<file path="config.mk">
export PLATFORM = sky130hd
export DESIGN_NAME = pkt_stamp_latch
export DESIGN_NICKNAME = d
export VERILOG_FILES = /design/src/rtl/psl_pkg.sv /design/src/rtl/psl_rx_classify.sv /design/src/rtl/psl_capture.sv /design/src/rtl/pkt_stamp_latch.sv
export SDC_FILE = /design/constraint.sdc
export NUM_CORES = 1
export LEC_CHECK = 0
export BUFFER_PORTS_ARGS = -buffer_cell sky130_fd_sc_hd__buf_2
export CAP_MARGIN = 20
export CORE_ASPECT_RATIO = 1.4
export CORE_MARGIN = 4
export CORE_UTILIZATION = 49
export CTS_CLUSTER_SIZE = 30
export DETAILED_ROUTE_END_ITERATION = 16
export PLACE_DENSITY_LB_ADDON = 0.12
export SYNTH_ARGS = -nofsm -noshare
export SYNTH_HDL_FRONTEND = slang
export SYNTH_HIERARCHICAL = 1
export SYNTH_SLANG_ARGS = --single-unit
</file>
<file path="constraint.sdc">
create_clock -name clk -period 1.95 [get_ports clk]
set_input_delay 0.585 -clock clk [delete_from_list [all_inputs] [get_ports clk]]
set_output_delay 0.585 -clock clk [all_outputs]
set_load 0.005 [all_outputs]
</file>
<file path="src/rtl/psl_pkg.sv">
package psl_pkg;
    typedef enum logic [0:0] {
        ST_EMPTY = 1'b0,
        ST_HELD  = 1'b1
    } cap_state_t;

    typedef enum logic [2:0] {
        MODE_L2      = 3'd0,
        MODE_UDP     = 3'd1,
        MODE_EVENT   = 3'd2,
        MODE_V1_SYNC = 3'd3,
        MODE_V1_DREQ = 3'd4,
        MODE_ALL_A   = 3'd5,
        MODE_ALL_B   = 3'd6,
        MODE_ALL_C   = 3'd7
    } rx_mode_t;

    localparam logic [3:0] MSG_SYNC = 4'd0;
    localparam logic [3:0] MSG_DREQ = 4'd1;

    localparam logic [2:0] ADR_RX_CTL = 3'd0;
    localparam logic [2:0] ADR_RX_LO  = 3'd1;
    localparam logic [2:0] ADR_RX_HI  = 3'd2;
    localparam logic [2:0] ADR_TX_CTL = 3'd3;
    localparam logic [2:0] ADR_TX_LO  = 3'd4;
    localparam logic [2:0] ADR_TX_HI  = 3'd5;
    localparam logic [2:0] ADR_MISS   = 3'd6;
endpackage

</file>
<file path="src/rtl/psl_rx_classify.sv">
module psl_rx_classify
    import psl_pkg::*;
(
    input  rx_mode_t   mode_i,
    input  logic       et_hit_i,
    input  logic       udp_hit_i,
    input  logic [3:0] msg_i,
    output logic       qual_o
);
    always_comb begin
        unique case (mode_i)
            MODE_L2:      qual_o = et_hit_i;
            MODE_UDP:     qual_o = udp_hit_i;
            MODE_EVENT:   qual_o = et_hit_i | udp_hit_i;
            MODE_V1_SYNC: qual_o = udp_hit_i & (msg_i == MSG_SYNC);
            MODE_V1_DREQ: qual_o = udp_hit_i & (msg_i == MSG_DREQ);
            MODE_ALL_A,
            MODE_ALL_B,
            MODE_ALL_C:   qual_o = 1'b1;
        endcase
    end
endmodule

</file>
<file path="src/rtl/psl_capture.sv">
module psl_capture
    import psl_pkg::*;
#(
    parameter int TIME_W = 64,
    parameter int MISS_W = 8
) (
    input  logic              clk,
    input  logic              rst_n,
    input  logic              en_i,
    input  logic              sof_i,
    input  logic              qual_i,
    input  logic [TIME_W-1:0] time_i,
    input  logic              release_i,
    output logic              valid_o,
    output logic [TIME_W-1:0] stamp_o,
    output logic [MISS_W-1:0] miss_o
);
    localparam logic [MISS_W-1:0] MISS_MAX = {MISS_W{1'b1}};

    cap_state_t state_q, state_nx;
    logic       hit, take, lost;

    assign hit = en_i & sof_i & qual_i;

    // state register
    always_ff @(posedge clk) begin
        if (!rst_n) state_q <= ST_EMPTY;
        else        state_q <= state_nx;
    end

    // transitions: capture, release, hold
    always_comb begin
        state_nx = state_q;
        take     = 1'b0;
        lost     = 1'b0;
        unique case (state_q)
            ST_EMPTY: begin
                if (hit) begin
                    take     = 1'b1;
                    state_nx = ST_HELD;
                end
            end
            ST_HELD: begin
                lost = hit;
                if (release_i) state_nx = ST_EMPTY;
            end
        endcase
    end

    // output data registers
    always_ff @(posedge clk) begin
        if (!rst_n) begin
            stamp_o <= '0;
            miss_o  <= '0;
        end else begin
            if (take) stamp_o <= time_i;
            if (lost && miss_o != MISS_MAX) miss_o <= miss_o + 1'b1;
        end
    end

    assign valid_o = (state_q == ST_HELD);
endmodule

</file>
<file path="src/rtl/pkt_stamp_latch.sv">
module pkt_stamp_latch
    import psl_pkg::*;
#(
    parameter int WORD_W = 32,
    parameter int MISS_W = 8
) (
    input  logic                clk,
    input  logic                rst_n,
    input  logic [2*WORD_W-1:0] time_now,
    input  logic                rx_sof,
    input  logic                rx_ethertype_hit,
    input  logic                rx_udp_event_hit,
    input  logic [3:0]          rx_msg_type,
    input  logic                tx_sof,
    input  logic                tx_stamp_req,
    input  logic                reg_wr,
    input  logic                reg_rd,
    input  logic [2:0]          reg_addr,
    input  logic [WORD_W-1:0]   reg_wdata,
    output logic [WORD_W-1:0]   reg_rdata
);
    localparam int TIME_W = 2 * WORD_W;
    localparam int PAD_W  = WORD_W - 2 * MISS_W;
    localparam int NDIR   = 2;

    logic     rx_en_q, tx_en_q, rx_qual;
    rx_mode_t rx_mode_q;
    logic     unused_wdata;

    logic              d_en    [NDIR];
    logic              d_sof   [NDIR];
    logic              d_qual  [NDIR];
    logic              d_rel   [NDIR];
    logic              d_valid [NDIR];
    logic [TIME_W-1:0] d_stamp [NDIR];
    logic [MISS_W-1:0] d_miss  [NDIR];

    assign unused_wdata = ^{reg_wdata[WORD_W-1:7], reg_wdata[3:1]};

    always_ff @(posedge clk) begin
        if (!rst_n) begin
            rx_en_q   <= 1'b0;
            rx_mode_q <= MODE_L2;
            tx_en_q   <= 1'b0;
        end else if (reg_wr) begin
            if (reg_addr == ADR_RX_CTL) begin
                rx_en_q   <= reg_wdata[0];
                rx_mode_q <= rx_mode_t'(reg_wdata[6:4]);
            end
            if (reg_addr == ADR_TX_CTL) tx_en_q <= reg_wdata[0];
        end
    end

    psl_rx_classify u_cls (
        .mode_i    (rx_mode_q),
        .et_hit_i  (rx_ethertype_hit),
        .udp_hit_i (rx_udp_event_hit),
        .msg_i     (rx_msg_type),
        .qual_o    (rx_qual)
    );

    assign d_en[0]   = rx_en_q;
    assign d_sof[0]  = rx_sof;
    assign d_qual[0] = rx_qual;
    assign d_rel[0]  = reg_rd && (reg_addr == ADR_RX_HI);
    assign d_en[1]   = tx_en_q;
    assign d_sof[1]  = tx_sof;
    assign d_qual[1] = tx_stamp_req;
    assign d_rel[1]  = reg_rd && (reg_addr == ADR_TX_HI);

    for (genvar d = 0; d < NDIR; d++) begin : g_dir
        psl_capture #(.TIME_W(TIME_W), .MISS_W(MISS_W)) u_cap (
            .clk       (clk),
            .rst_n     (rst_n),
            .en_i      (d_en[d]),
            .sof_i     (d_sof[d]),
            .qual_i    (d_qual[d]),
            .time_i    (time_now),
            .release_i (d_rel[d]),
            .valid_o   (d_valid[d]),
            .stamp_o   (d_stamp[d]),
            .miss_o    (d_miss[d])
        );
    end

    always_comb begin
        unique case (reg_addr)
            ADR_RX_CTL: reg_rdata = {{(WORD_W-7){1'b0}}, rx_mode_q, 2'b00, d_valid[0], rx_en_q};
            ADR_RX_LO:  reg_rdata = d_stamp[0][WORD_W-1:0];
            ADR_RX_HI:  reg_rdata = d_stamp[0][TIME_W-1:WORD_W];
            ADR_TX_CTL: reg_rdata = {{(WORD_W-2){1'b0}}, d_valid[1], tx_en_q};
            ADR_TX_LO:  reg_rdata = d_stamp[1][WORD_W-1:0];
            ADR_TX_HI:  reg_rdata = d_stamp[1][TIME_W-1:WORD_W];
            ADR_MISS:   reg_rdata = {{PAD_W{1'b0}}, d_miss[1], d_miss[0]};
            default:    reg_rdata = '0;
        endcase
    end
endmodule

</file>
==> impl_metrics.ini <==
[run_status]
status = finished with violations
violations = negative setup slack

[worst_setup_path]
arrival_ps = 1640
max_stage_delay_ps = 240
crit_chain = buf_12 -> nor2b_4 -> buf_4 -> clkbuf_16 -> a221oi_2 -> a31oi_2 -> buf_2
reg2reg_depth = 10
cp_max_fo = 7
cp.required_ps = 1360
endpoint_kind = output pin
crit_type = primary input to output pin
cp_slowest_cell = a221oi_2
startpoint_type = primary input

[routing]
vias = 6650
drtPass1Iterations = 5
routed_wl_mm = 20.6
wire_per_inst_um = 17.4
drc = 0
post_drt_via_cell_ratio = 5.62
ant_nets = 0
drt_iter0_drc = 390

[global_routing]
antenna_found_initial = 0
track_usage = 0.257
first_global_vias = 6676
grt_pass1_wl_mm = 32.5
grt_max_degree = 72
grt.overflow.total = 0

[logic_synthesis]
syn_inst = 843
synth_ff_type = dfxtp_1
syn_area_um2 = 6730
synth_cell_types = 46
yosysWarnings = 6
synth_fp_nets = 957
syn_area_per_cell_um2 = 7.98
synth_edf_count = 0
async_flop_share = 0
ys_ff_latch = 151
yosysTopAreaCell = dfxtp_1
synth_area_leaders = dfxtp_1 45%, nand2_1 16%, a21oi_1 10%, mux2i_1 6.1%, buf_2 2.5%
synthTopCellsByCount = 286 x nand2_1, 151 x dfxtp_1, 134 x a21oi_1
synth.most_common_cell = nand2_1
seq_area_frac_synth = 0.449
synth.top_cell.area_share = 0.449

[placed_design]
place.gp.congestion = 0.860
numPortBuffers = 115
hpwl_mm = 13.1

[hold_path]
hold-path-cell-count = 3
hold_class = primary input to flip-flop

[timing]
setup_viol = 32
holdWs_ps = 416
period_share = 1.14
finalHoldViolations = 0
maxSlewViolCount = 0
grt_setup_unrepaired = yes
slew_headroom = 0.741
tightestPinTransition_ps = 386
min_period_ps = 2220
fmax_mhz = 450
finClkSkew_ps = 6.76
final.setup.worst_slack_ps = -271

[floorplan]
start_util = 0.502
die_area_um2 = 15700
coreArea_um2 = 13400
die_h_um = 147
die_w_um = 107
pin_count = 144
rows = 50

[clock_network]
clockBufferDepth = 2
clk_pin_slew_ps = 60
clk_latency_ps = 410
cts_sinks = 151
numCtsBuffers = 17
ctsRootBufferMaster = clkbuf_16
cts_tree = yes
htree_levels = 4

[layout]
area_growth_syn_to_layout_pct = 35.8
antennaDiodeCount = 0
finish.utilization = 0.682
layout-drive-gt1-share = 0.305
nets = 1102
fillers = 1118

[power_and_ir_drop]
p_per_area_nw_per_um2 = 788
ir_drop_mv = 0.712
leakagePower_nw = 3.42

[job]
max_cap_viol_count = 0
-- cell type report --
cell class / count / area [µm²] / area share
flip-flops and latches: 151 / 3030 / 0.331
clock inverters: 14 / 198 / 0.0216
repair buffers: 189 / 1550 / 0.169
well taps: 182 / 228 / 0.0249
clock buffers: 18 / 429 / 0.0470
inverters: 8 / 30.0 / 0.00329
multi-input cells: 621 / 3670 / 0.402
-- cells in the final DEF (no fill, tap or decap), types with 7 or more instances in the layout --
cell and instances:
a21oi_1 132, a221oi_2 11, a22oi_2 16, a31oi_1 7, buf_12 18, buf_2 112, buf_4 32, buf_6 19
clkbuf_16 21, dfxtp_1 148, mux2_2 11, mux2i_1 40, nand2_1 282, nand3_1 8, nor2_1 9, o22ai_1 7
o22ai_2 10
-- where the power goes --
| group | leakage (nW) | switching [mW] | internal, mW | total, mW |
|---|---|---|---|---|
| clock | 0.307 | 1.33 | 2.16 | 3.49 |
| combinational | 1.89 | 0.312 | 0.283 | 0.595 |
| sequential | 1.22 | 0.0107 | 3.10 | 3.11 |
| total | 3.42 | 1.66 | 5.54 | 7.20 |
-- timing repair --
item	in CTS	in global routing
setup buffers	7	7
pin swaps	11	12
cloned	2	4
gates resized for setup	63	23
setup endpoints to repair	32	92
hold buffers	0	0
-- layer usage --
metal | track usage | up-vias | share of wire
li1 | - | 3183 | -
met3 | 0.0509 | 46 | 0.055
met1 | 0.295 | 3181 | 0.40
met4 | 0.0992 | 0 | 0.030
met2 | 0.463 | 240 | 0.51
met5 | 0 | - | 0
-- metrics by stage --
stage	setup slack, ps	total power [mW]	instance area (µm²)	setup TNS, ps	std cells
after global routing	-292	7.43	9130	-6820	1183
after global placement	-429	3.66	7940	-20340	1134
after detailed placement	-416	3.66	7940	-26390	1134
final	-271	7.20	9130	-5380	1183
after CTS	-213	7.21	8920	-5340	1175
after floorplan	-20.5	3.41	6900	-89.1	843
-- sequential cells by signal (all words and copies together) (netlist names) --
register,count
g_dir.u_cap/stamp_o,128
g_dir.u_cap/miss_o,16
rx_mode_q,3
g_dir.u_cap/valid_o,2
rx_en_q,1
tx_en_q,1
-- cells by family (layout without fill, tap and decap cells) --
kind of cell    count (synthesis)  in the layout  share of synthesized area
compound gates                213            213                      0.186
simple gates                  349            349                      0.219
fa+ha+maj                       2              2                    0.00372
mux                            53             53                     0.0817
buf+inv                        71            229                     0.0549
flops                         151            151                      0.449
xor+xnor                        4              4                    0.00521
-- path summary, 6_finish.rpt --
check / from / endpoint / slack (ps)
setup / recovery: reg_addr[1] / reg_rdata[8] / -270
hold / removal: time_now[18] / g_dir[0].u_cap/stamp_o[18]$_SDFFE_PN0P_ / 420
setup reg to reg: rx_mode_q[0]$_SDFFE_PN0P_ / g_dir[0].u_cap/stamp_o[35]$_SDFFE_PN0P_ / 150
hold reg to reg: g_dir[1].u_cap/stamp_o[57]$_SDFFE_PN0P_ / g_dir[1].u_cap/stamp_o[57]$_SDFFE_PN0P_ / 450
-- critical path, delay by kind of cell --
family,cells,cell delay (ps)
simple gates,1,130
compound gates,2,330
buf+inv,4,570
Note: power is estimated with default switching activity, not from simulation.
